$ cat config.mk
export PLATFORM = sky130hd
export DESIGN_NAME = brownout_status_snap
export DESIGN_NICKNAME = d
export VERILOG_FILES = /design/src/rtl/bss_pkg.sv /design/src/rtl/bss_hold_ctrl.sv /design/src/rtl/bss_min_track.sv /design/src/rtl/bss_state_cap.sv /design/src/rtl/brownout_status_snap.sv
export SDC_FILE = /design/constraint.sdc
export NUM_CORES = 1
export LEC_CHECK = 0
export ABC_AREA = 1
export BUFFER_PORTS_ARGS = -buffer_cell sky130_fd_sc_hd__buf_2
export CAP_MARGIN = 40
export CORE_MARGIN = 2
export CORE_UTILIZATION = 32
export DETAILED_ROUTE_END_ITERATION = 6
export GPL_ROUTABILITY_DRIVEN = 1
export GPL_TIMING_DRIVEN = 1
export SLEW_MARGIN = 40
export SYNTH_ARGS = -nofsm -noshare
export SYNTH_HDL_FRONTEND = slang
export SYNTH_SLANG_ARGS = --single-unit
export TNS_END_PERCENT = 50
$ cat constraint.sdc
create_clock -name clk -period 3 [get_ports clk]
set_clock_uncertainty 0.05 [all_clocks]
set_input_delay 0.45 -clock clk [delete_from_list [all_inputs] [get_ports clk]]
set_output_delay 0.45 -clock clk [all_outputs]
set_load 0.02 [all_outputs]
$ cat src/rtl/bss_pkg.sv
package bss_pkg;

   // Action selected for the capture registers on each clock edge
   typedef enum logic [1:0] {
      ACT_TRACK   = 2'd0,
      ACT_FREEZE  = 2'd1,
      ACT_RESTART = 2'd2
   } bss_act_e;

endpackage

$ cat src/rtl/bss_hold_ctrl.sv
module bss_hold_ctrl
   import bss_pkg::*;
(
   input  logic     clk,
   input  logic     rst_n,
   input  logic     hold_i,
   output bss_act_e act_o
);

   logic hold_q;

   always_ff @(posedge clk or negedge rst_n) begin
      if (!rst_n) hold_q <= 1'b0;
      else        hold_q <= hold_i;
   end

   // Hold high freezes; the first low cycle after a high one restarts
   always_comb begin
      if (hold_i)      act_o = ACT_FREEZE;
      else if (hold_q) act_o = ACT_RESTART;
      else             act_o = ACT_TRACK;
   end

endmodule

$ cat src/rtl/bss_min_track.sv
module bss_min_track
   import bss_pkg::*;
#(
   parameter int unsigned W         = 10,
   parameter logic [W-1:0] INIT     = '1,
   parameter bit          HAS_VALID = 1'b1
)(
   input  logic         clk,
   input  logic         rst_n,
   input  bss_act_e     act_i,
   input  logic         live_vld_i,
   input  logic [W-1:0] live_i,
   output logic [W-1:0] val_o
);

   if (W < 1) begin : g_bad_w
      $error("bss_min_track: W must be at least 1");
   end

   logic take;

   generate
      if (HAS_VALID) begin : g_strobed
         assign take = live_vld_i;
      end else begin : g_always
         logic unused_vld;
         assign unused_vld = live_vld_i;
         assign take       = 1'b1;
      end
   endgenerate

   logic [W-1:0] val_q;

   always_ff @(posedge clk or negedge rst_n) begin
      if (!rst_n) begin
         val_q <= INIT;
      end else begin
         unique case (act_i)
            ACT_FREEZE:  val_q <= val_q;
            ACT_RESTART: val_q <= take ? live_i : INIT;
            default: begin
               if (take && (live_i < val_q)) val_q <= live_i;
            end
         endcase
      end
   end

   assign val_o = val_q;

endmodule

$ cat src/rtl/bss_state_cap.sv
module bss_state_cap
   import bss_pkg::*;
#(
   parameter int unsigned W = 4
)(
   input  logic         clk,
   input  logic         rst_n,
   input  bss_act_e     act_i,
   input  logic [W-1:0] live_i,
   output logic [W-1:0] val_o
);

   if (W < 1) begin : g_bad_w
      $error("bss_state_cap: W must be at least 1");
   end

   logic [W-1:0] val_q;

   always_ff @(posedge clk or negedge rst_n) begin
      if (!rst_n)                  val_q <= '0;
      else if (act_i != ACT_FREEZE) val_q <= live_i;
   end

   assign val_o = val_q;

endmodule

$ cat src/rtl/brownout_status_snap.sv
module brownout_status_snap
   import bss_pkg::*;
#(
   parameter int unsigned STATE_W  = 4,
   parameter int unsigned LEVEL_W  = 3,
   parameter int unsigned SUPPLY_W = 10
)(
   input  logic                clk,
   input  logic                rst_n,
   input  logic                snap_hold_i,
   input  logic [STATE_W-1:0]  eng_state_i,
   input  logic [LEVEL_W-1:0]  eng_level_i,
   input  logic                sup_vld_i,
   input  logic [SUPPLY_W-1:0] sup_sample_i,
   output logic [STATE_W-1:0]  snap_state_o,
   output logic [LEVEL_W-1:0]  snap_level_o,
   output logic [SUPPLY_W-1:0] snap_supply_o
);

   localparam logic [LEVEL_W-1:0]  LEVEL_IDLE  = '1;
   localparam logic [SUPPLY_W-1:0] SUPPLY_INIT = '1;

   if (LEVEL_W < 2) begin : g_bad_level
      $error("brownout_status_snap: LEVEL_W must leave room for an idle code");
   end

   bss_act_e act;

   bss_hold_ctrl u_ctrl (
      .clk    (clk),
      .rst_n  (rst_n),
      .hold_i (snap_hold_i),
      .act_o  (act)
   );

   bss_state_cap #(.W(STATE_W)) u_state (
      .clk    (clk),
      .rst_n  (rst_n),
      .act_i  (act),
      .live_i (eng_state_i),
      .val_o  (snap_state_o)
   );

   bss_min_track #(.W(LEVEL_W), .INIT(LEVEL_IDLE), .HAS_VALID(1'b0)) u_level (
      .clk        (clk),
      .rst_n      (rst_n),
      .act_i      (act),
      .live_vld_i (1'b1),
      .live_i     (eng_level_i),
      .val_o      (snap_level_o)
   );

   bss_min_track #(.W(SUPPLY_W), .INIT(SUPPLY_INIT), .HAS_VALID(1'b1)) u_supply (
      .clk        (clk),
      .rst_n      (rst_n),
      .act_i      (act),
      .live_vld_i (sup_vld_i),
      .live_i     (sup_sample_i),
      .val_o      (snap_supply_o)
   );

endmodule

; ---- Word-level counts from Yosys, hierarchy flattened
; Index checks and enable logic that the tools add are counted.
[word_totals]
register_bits = 18
in_bits = 21
out_inout_bits = 17
wordCells = 22
[op_classes]
magnitude_cmp = 2
n_eq_ne = 3
mux = 7
bitwise = 1
reduce_logical = 5
[op_table]
columns = op, n
row1 = two-way mux 10 bit, 2
row2 = one-hot mux 10 bit (2 select lines), 1
row3 = less-than comparator 10 bit, 1
row4 = one-hot mux 3 bit (2 select lines), 1
row5 = two-way mux 2 bit, 2
row6 = AND reduction 2 bit, 2
row7 = nonzero test 2 bit, 2
row8 = less-than comparator 3 bit, 1
row9 = two-way mux 3 bit, 1
row10 = "== test 2 x 1 -> 1 bit, second input constant", 1
row11 = "== test 2 bit, second input constant", 1
row12 = "inequality test 2 x 1 -> 1 bit, second input constant", 1
row13 = logical AND 1 bit, 1
row14 = NOT 1 bit, 1

; ---- Longest topological paths before layout
; Gate-level depths: netlist (run 1).
[depth]
word_depth = 5
mapped_depth = 11
depth_no_buf = 11

; ---- By module
; A second synthesis (run 1) with hierarchy kept.
[hier_totals]
cells_unflattened = 167
hier_area_um2 = 1183.6
[modules_own_cells]
columns = mod, n_inst, cells_per_inst, area_per_inst_um2, seq_area_each_um2
row1 = bss_min_track at u_supply, 1, 114, 770.7, 262.8
row2 = bss_min_track at u_level, 1, 30, 206.4, 78.8
row3 = bss_state_cap, 1, 18, 160.2, 100.1
row4 = bss_hold_ctrl, 1, 4, 42.5, 25.0
row5 = brownout_status_snap, 1, 1, 3.8, 0.0

; ---- Least setup slack after synthesis (run 1)
; Ideal clock, no wire load.
[synth_timing]
path_kind = register to register
from = reg u_supply.val_q[9] (netlist: u_supply.val_o[9])
to = reg u_supply.val_q[1] (netlist: u_supply.val_o[1])
setup_ps = 60
t_arrival_ps = 1513
required_ps = 2890
path_slack_ps = 1377
stages_incl_launch_ff = 10
path_buffers = 1
synth_period_minus_slack_ps = 1623
path_cell_list = dfstp_2 > inv_1 > ha_1 > nand2_1 > nor2_1 > nand3_1 > nand3_2 > buf_6 > nand3_1 > nand2_1
[synth_via]
elab_chain_len = 4
[synth_lines]
columns = element, line_no
row1 = from (decl), bss_min_track.sv:32  ; logic [W-1:0] val_q;
row2 = from (signal assigned), bss_min_track.sv:39  ; ACT_FREEZE: val_q <= val_q;
row3 = from (signal assigned), bss_min_track.sv:40  ; ACT_RESTART: val_q <= take ? live_i : INIT;
row4 = from (signal assigned), bss_min_track.sv:42  ; if (take && (live_i < val_q)) val_q <= live_i;
row5 = less-than comparator 10 bit, bss_min_track.sv:42
row6 = logical AND 1 bit, bss_min_track.sv:42
row7 = nonzero test 2 bit (no source line), n/a
row8 = AND reduction 2 bit (no source line), n/a
; Every way passes these cells.
; A chain may end at the register's enable or synchronous reset.

; ---- Worst setup path after layout (run 1)
[layout_timing]
from = reg u_supply.val_q[5] (netlist: u_supply.val_o[5])
to = reg u_supply.val_q[9] (netlist: u_supply.val_o[9])
; Same word-level chain as after synthesis.

==> flow_metrics.tcl, run 1 <==
set metrics [dict create \
    status "completed" \
    cts_buffers 3 \
    max-cap-violations 0 \
    grt_pass1_vias 877 \
    clock_sinks 18 \
    netlist.area_leader.share 0.306 \
    async_flop_share 1.00 \
    synth_edf_count 0 \
    use_met3 0.0250 \
    hold_slack_ns 0.0232 \
    ys_top_cells_by_area "dfstp_2 31%, nand2_1 21%, ha_1 12%" \
    yosys.area.top_type "dfstp_2" \
    htreeDepth 1 \
    drtIter0Drc 14 \
    holdCritPathClass "in2async" \
    worstPathRequired_ns 3.19 \
    cts_buffer_depth 2 \
    crit_arrival_ns 2.08 \
    crit_path_end_kind "flop" \
    slew_violations 0 \
    grt_use_total 0.117 \
    ant_nets 0 \
    busiest_layer "met2" \
    dp_hpwl_um 1750 \
    worstSetupPathType "reg2reg" \
    rows 21 \
    postCtsHoldBufs 0 \
    seq_area_frac_synth 0.418 \
    leakage_nw 0.829 \
    hold_viol 0 \
    io_pins 38 \
    die_h_um 63.1 \
    yosys_warnings 0 \
    post_cts_buffers 0 \
    cp-start-kind "flop" \
    core_area_sq_mm 0.00334 \
    diodes 0 \
    cts_tree "built" \
    min_period_over_period 0.630 \
    max_freq_mhz 529 \
    route.detailed.drc 0 \
    vias_per_cell 4.16 \
    detailed_place.area_sq_mm 0.00134 \
    die_area_sq_mm 0.00398 \
    routed_wirelength_um 2210 \
    rsz0062_at_grt "no" \
    fin_crit_ns 1.89 \
    p_per_area_mw_per_mm2 638 \
    synthFlopType "dfstp_2" \
    grt_util_met1 0.172 \
    cts_root_buf "clkbuf_4" \
    routedWlPerCell_um 9.50 \
    instances_no_fill 233 \
    syn_nets 181 \
    irDropWorstVdd_mv 0.353 \
    syn_inst 149 \
    synth_seq_cells 18 \
    cts.clk_slew.worst_paths_ns 0.11 \
    dr.pass1.iters 2 \
    die_w_um 63.1 \
    syn_to_final_growth_pct 22.9 \
    fin_nets 220 \
    synth_cell_type_count 18 \
    clock_latency_ns 0.30 \
    antenna_found_initial 0 \
    syn-cell-area_sq_mm 0.00112 \
    avgSynthCellArea_sq_um 7.49 \
    cts_resized 0 \
    initial_core_util 0.334 \
    place.gp.congestion 0.740 \
    final_util 0.411 \
    design_area_sq_mm 0.00137 \
    num_vias 969 \
    io_buffers 37 \
    dp.cells 229 \
    yosysMostFrequentCell "nand2_1" \
    setup_viol 0 \
    grt_pass1_wl_um 3770 \
    tightest_slew_ns 0.418 \
    path_max_fanout 11 \
    grt_use_met2 0.173 \
    timing.setup.tns_ns 0 \
    grt_max_degree 19 \
    relSlewSlack 0.721 \
    grt_overflow 0 \
    synthTopCellsByCount "61 x nand2_1, 27 x inv_1, 13 x dfstp_2, 11 x ha_1, 11 x nand3_1" \
    layout-drive-gt1-share 0.316 \
]
-- registers in the layout (all words and copies together) (netlist names) --
| name | flops |
|---|---|
| u_state.val_o | 4 |
| u_ctrl.hold_q | 1 |
| u_level.val_o | 3 |
| u_supply.val_o | 10 |
-- worst max-delay path, cell delays in order, from the launching register on --
cell     delay [ns]
dfstp_2        0.56
inv_1          0.04
ha_1           0.28
nand2_1        0.08
inv_1          0.04
nand2_1        0.05
nand2_1        0.06
nand2_1        0.08
nand3_2        0.21
nand2_2        0.24
nand2_1        0.07
nand2_1        0.07
-- per-layer routing --
layer	wire length (um)	up-vias
met1	1120	411
met2	931	30
met4	14	0
li1	-	526
met5	0	-
met3	144	2
-- per-stage QoR --
step | worst slack (ns) | total power, mW
floorplan | 1.38 | 0.625
global placement | 1.13 | 0.735
detailed placement | 1.12 | 0.736
CTS | 1.09 | 0.891
global route | 0.938 | 0.956
finish | 1.11 | 0.875
-- placed cells by master (no fill, tap or decap) --
cell and n:
inv_1 27, nand2_2 1, nand3_2 2, inv_2 1, o21ai_0 1, nand2_4 1, nand2_1 61, clkbuf_4 3
nand3_1 11, dfrtp_1 5, nand4_1 1, a21oi_1 5, nor2_1 5, dfstp_2 13, or2_1 1, clkbuf_8 1
ha_1 11, buf_2 37
-- final timing paths --
path / from / to / slack (ns) / cells after the start
max: u_supply.val_o[5] / u_supply.val_o[9] / 1.11 / 11
min reg2reg: u_level.val_o[1] / u_level.val_o[1] / 0.44 / 2
max reg2reg: u_supply.val_o[5] / u_supply.val_o[9] / 1.11 / 11
max in group asynchronous: rst_n / u_supply.val_o[0] / 2.55 / 1
min in group clk: snap_hold_i / u_ctrl.hold_q / 0.28 / 1
min: rst_n / u_state.val_o[2] / 0.02 / 1
-- cells by family (layout without fill, tap and decap cells) --
kind of cell | after synthesis | in the layout | synth area share
flops | 18 | 18 | 0.418
simple gates | 83 | 83 | 0.316
compound gates | 6 | 6 | 0.0269
fa+ha+maj | 11 | 11 | 0.123
buf+inv | 31 | 69 | 0.115
-- where the power goes --
part	total, mW	internal [mW]	switching, mW
sequential	0.375	0.336	0.0393
combinational	0.348	0.129	0.219
clock	0.152	0.0740	0.0777
-- layout make-up --
cell class | instances | area, sq um
fill | 361 | 1970
multi-input combinational | 100 | 520
sequential | 18 | 467
timing repair buffer | 37 | 185
inverter | 28 | 105
tap | 46 | 57.6
clock buffer | 4 | 36.3
(Power assumes the default switching activity.)
==> inputs of run 2 (changes only) <==
==> constraint.sdc (replaced) <==
create_clock -name clk -period 1.8 [get_ports clk]
set_clock_uncertainty 0.05 [all_clocks]
set_input_delay 0.27 -clock clk [delete_from_list [all_inputs] [get_ports clk]]
set_output_delay 0.27 -clock clk [all_outputs]
set_load 0.02 [all_outputs]
==> flow_metrics.tcl, run 2 (same netlist as run 1, synthesis figures left out) <==
set metrics [dict create \
    die_area_sq_mm 0.00398 \
    clock_latency_ns 0.29 \
    cp_common_cell "nand2_1" \
    irDropWorstVdd_mv 0.553 \
    relSlewSlack 0.734 \
    rows 21 \
    largest_reg_flops 10 \
    reg2reg_from "u_supply.val_o[5]" \
    post-place-ws_ns 0.0847 \
    grt_pass1_vias 930 \
    grt_use_total 0.126 \
    timing.setup.tns_ns 0 \
    place.gp.congestion 0.712 \
    p_per_area_mw_per_mm2 1040 \
    setup_slack_ns 0.0962 \
    die_h_um 63.1 \
    cp_slowest_cell "dfstp_2" \
    grt_pass1_wl_um 4040 \
    path_max_fanout 5 \
    cts_buffer_depth 2 \
    hold_viol 0 \
    p_comb_frac 0.420 \
    critPathMaxStageDelay_ns 0.55 \
    diodes 0 \
    power_switching_uw 575 \
    dp.cells 230 \
    tightest_slew_ns 0.399 \
    max-cap-violations 0 \
    cts.clk_slew.worst_paths_ns 0.11 \
    io_pins 38 \
    drtIter0Drc 21 \
    clock_sinks 18 \
    routedWlPerCell_um 9.89 \
    core_area_sq_mm 0.00334 \
    dp_hpwl_um 1740 \
    final_util 0.432 \
    antenna_found_initial 0 \
    crit_arrival_ns 1.89 \
    slew_violations 0 \
    crit_buf_inv 3 \
    instances_no_fill 239 \
    htreeDepth 1 \
    fin_crit_ns 1.70 \
    syn_to_final_growth_pct 29.3 \
    layout-drive-gt1-share 0.342 \
    swShare 0.382 \
    die_w_um 63.1 \
    layout_commonest_cell "nand2_1" \
    ant_nets 0 \
    grt_overflow 0 \
    p_seq_frac 0.412 \
    max_freq_mhz 587 \
    leakage_nw 0.859 \
    cts_tree "built" \
    route.detailed.drc 0 \
    worstSetupPathType "reg2reg" \
    path_cells "inv_1 > ha_1 > nand2_1 > inv_1 > nand2_1 > nand2_1 > nand2_1 > nand3_2 > buf_4 > nand3_1 > nand2_1" \
    power_mw 1.51 \
    holdCritPathClass "in2reg" \
    grt_max_degree 19 \
    worstHoldStart "snap_hold_i" \
    power.share.clock 0.168 \
    cp_top_family "flip-flops" \
    num_vias 1018 \
    cts_buffers 3 \
    critPathLaunch "u_supply.val_o[5]" \
    initial_core_util 0.334 \
    io_buffers 37 \
    setup_viol 0 \
    fin_nets 226 \
    cts_root_buf "clkbuf_4" \
    crit_path_end_kind "flop" \
    worstPathRequired_ns 1.99 \
    nFillCells 374 \
    min_period_over_period 0.947 \
    routed_wirelength_um 2360 \
    vias_per_cell 4.26 \
    status "completed" \
    internal_power_uw 930 \
    reg2reg_setup_slack_ns 0.1 \
    final_cell_mix "61 x nand2_1, 37 x buf_2, 27 x inv_1" \
    dr.pass1.iters 4 \
    cp-start-kind "flop" \
]
## run 2: power by group through the flow
stage / Clock, mW / Combinational (mW) / Sequential, mW
after floorplan: 0 / 0.290 / 0.752
after global placement: 0 / 0.592 / 0.632
after detailed placement: 0 / 0.597 / 0.630
after CTS: 0.266 / 0.600 / 0.625
after global routing: 0.281 / 0.723 / 0.637
final: 0.253 / 0.632 / 0.620
## run 2: metrics by stage
step	hold WS (ns)	area [sq um]
3_5_place_dp	0.182	1340
5_1_grt	0.0859	1440
2_1_floorplan	-0.0756	1120
3_3_place_gp	0.173	1340
4_1_cts	0.0884	1390
6_report	0.0952	1440
## run 2: worst paths after layout
kind,to,depth (start not counted)
setup / recovery,u_supply.val_o[2],11
hold reg to reg,u_supply.val_o[0],2
max in group asynchronous,u_level.val_o[2],2
hold / removal,u_ctrl.hold_q,1
min in group asynchronous,u_state.val_o[2],2
setup reg to reg,u_supply.val_o[2],11
## run 2: final cells by class
| class | instances | area (sq um) | area share |
|---|---|---|---|
| clock buffers | 4 | 36.3 | 0.0252 |
| inverters | 28 | 105 | 0.0729 |
| multi-input cells | 100 | 541 | 0.375 |
| flip-flops and latches | 18 | 467 | 0.324 |
| well taps | 46 | 57.6 | 0.0399 |
| repair buffers | 43 | 236 | 0.164 |
## run 2: metal layers
layer,GRT usage,wire length [um],up-vias
met5,0,0,-
met2,0.198,1040,33
met4,0.0333,25,0
met3,0.0268,160,3
li1,-,-,536
met1,0.174,1140,446
## run 2: repair_timing
action	4_1_cts	5_1_grt
gates resized for setup	0	5
hold buffers	1	0
endpoints found under the setup margin	0	10
hold endpoints to repair	5	0
buffers inserted	0	3
==> inputs of run 3 (changes only) <==
--- a/config.mk
+++ b/config.mk
@@ -7,7 +7,6 @@
 export LEC_CHECK = 0
 export ABC_AREA = 1
 export BUFFER_PORTS_ARGS = -buffer_cell sky130_fd_sc_hd__buf_2
-export CAP_MARGIN = 40
 export CORE_MARGIN = 2
 export CORE_UTILIZATION = 32
 export DETAILED_ROUTE_END_ITERATION = 6
==> constraint.sdc (replaced) <==
create_clock -name clk -period 2 [get_ports clk]
set_clock_uncertainty 0.05 [all_clocks]
set_input_delay 0.3 -clock clk [delete_from_list [all_inputs] [get_ports clk]]
set_output_delay 0.3 -clock clk [all_outputs]
set_load 0.02 [all_outputs]
==> flow_metrics.tcl, run 3 (same netlist as run 1, synthesis figures left out) <==
set metrics [dict create \
    critPathMaxStageDelay_ns 0.56 \
    die_area_sq_mm 0.00398 \
    dr.pass1.iters 4 \
    holdCritPathClass "in2reg" \
    power_switching_uw 510 \
    worstHoldStart "snap_hold_i" \
    worstRegToRegCells 11 \
    power_mw 1.32 \
    p_per_area_mw_per_mm2 953 \
    worst-path-stages 11 \
    cts_buffer_depth 2 \
    timing.setup.tns_ns 0 \
    cts_buffers 3 \
    io_pins 38 \
    io_buffers 37 \
    r2r-end "u_supply.val_o[6]" \
    die_h_um 63.1 \
    die_w_um 63.1 \
    reg2reg_setup_slack_ns 0.22 \
    ant_nets 0 \
    layout_commonest_cell "nand2_1" \
    place.gp.congestion 0.750 \
    nFillCells 390 \
    fin_crit_ns 1.78 \
    crit_arrival_ns 1.98 \
    grt_overflow 0 \
    grt_use_total 0.126 \
    cp_slowest_cell "dfstp_2" \
    dp_hpwl_um 1790 \
    path_cells "inv_1 > ha_1 > nand2_1 > inv_1 > nand2_1 > nand2_1 > nand2_1 > nand3_2 > nand2_2 > nand2_1 > nand2_1" \
    largest_reg_flops 10 \
    p_comb_frac 0.401 \
    power.share.clock 0.173 \
    antenna_found_initial 0 \
    grt_pass1_vias 968 \
    routed_wirelength_um 2340 \
    post_cts_buffers 0 \
    critPathLaunch "u_supply.val_o[5]" \
    cp_top_family "simple AND/OR/NAND/NOR gates" \
    setup_viol 0 \
    leakage_nw 0.838 \
    p_seq_frac 0.426 \
    max-cap-violations 0 \
    cp-start-kind "flop" \
    initial_core_util 0.334 \
    crit_path_end_kind "flop" \
    irDropWorstVdd_mv 0.421 \
    cts_root_buf "clkbuf_4" \
    path_max_fanout 10 \
    final_cell_mix "61 x nand2_1, 37 x buf_2, 27 x inv_1" \
    status "completed" \
    cts.clk_slew.worst_paths_ns 0.10 \
    cp_common_cell "nand2_1" \
    drtIter0Drc 12 \
    reg2reg_from "u_supply.val_o[5]" \
    rsz0062_at_grt "no" \
    routedWlPerCell_um 9.95 \
    swShare 0.385 \
    clock_sinks 18 \
    rows 21 \
    slew_violations 0 \
    num_vias 994 \
    relSlewSlack 0.732 \
    layout-drive-gt1-share 0.317 \
    clock_latency_ns 0.30 \
    tightest_slew_ns 0.402 \
    cts_tree "built" \
    worstSetupPathType "reg2reg" \
    cts_resized 0 \
    core_area_sq_mm 0.00334 \
    fin_nets 222 \
    worstPathRequired_ns 2.20 \
    htreeDepth 1 \
    syn_to_final_growth_pct 24.4 \
    crit_buf_inv 2 \
    route.detailed.drc 0 \
    cp-endpoint "u_supply.val_o[6]" \
    grt_pass1_wl_um 4110 \
    grt_max_degree 19 \
    internal_power_uw 814 \
    hold_viol 0 \
    min_period_over_period 0.889 \
    max_freq_mhz 563 \
    vias_per_cell 4.23 \
    diodes 0 \
]
==> run 3: changes by cell type in the layout (fill, tap and decap cells not counted) <==
cell     change
nor2_1       +1
buf_4        -3
ha_4         -1
buf_6        -1
ha_1         +1
nand2_4      -1
nor2_2       -1
nand2_2      +1
==> run 3: final cells by class <==
class	count	area, sq um	share of cell area
tap	46	57.6	0.0414
sequential	18	467	0.336
inverter	28	105	0.0757
clock buffer	4	36.3	0.0261
multi-input combinational	100	520	0.375
timing repair buffer	39	203	0.146
==> run 3: per-layer routing <==
| metal | up-vias | GRT usage | part of all wire |
|---|---|---|---|
| li1 | 530 | - | - |
| met1 | 425 | 0.166 | 0.48 |
| met2 | 36 | 0.210 | 0.44 |
| met3 | 3 | 0.0250 | 0.068 |
| met4 | 0 | 0.0333 | 0.0098 |
| met5 | - | 0 | 0 |
==> run 3: how the worst min path moves through the flow <==
| stage | endpoint | slack [ns] | cells past startpoint |
|---|---|---|---|
| floorplan | u_ctrl.hold_q | -0.05 | 0 |
| global placement | u_state.val_o[2] | 0.21 | 1 |
| detailed placement | u_state.val_o[2] | 0.20 | 1 |
| CTS | u_ctrl.hold_q | 0.12 | 1 |
| global route | u_ctrl.hold_q | 0.12 | 1 |
| finish | u_ctrl.hold_q | 0.12 | 1 |
==> run 3: timing repair <==
action | CTS | global route
hold buffers | 1 | 0
hold endpoints to repair | 5 | 0
setup endpoints to repair | 0 | 0
==> run 3: stage by stage <==
stage | setup WS, ns | std cells | instance area [sq um] | util | hold slack (ns)
after floorplan | 0.377 | 149 | 1120 | - | -0.0456
after global placement | 0.260 | 230 | 1340 | 0.402 | 0.207
after detailed placement | 0.240 | 230 | 1340 | 0.402 | 0.203
after CTS | 0.207 | 235 | 1390 | 0.416 | 0.121
after global routing | 0.0344 | 235 | 1390 | 0.416 | 0.118
final | 0.223 | 235 | 1390 | 0.416 | 0.125
==> run 3: power groups by stage <==
stage / clock [mW] / combinational [mW] / sequential, mW
after detailed placement: 0 / 0.537 / 0.571
final: 0.229 / 0.531 / 0.564
after global placement: 0 / 0.531 / 0.571
after floorplan: 0 / 0.261 / 0.677
after CTS: 0.237 / 0.543 / 0.566
after global routing: 0.251 / 0.612 / 0.578
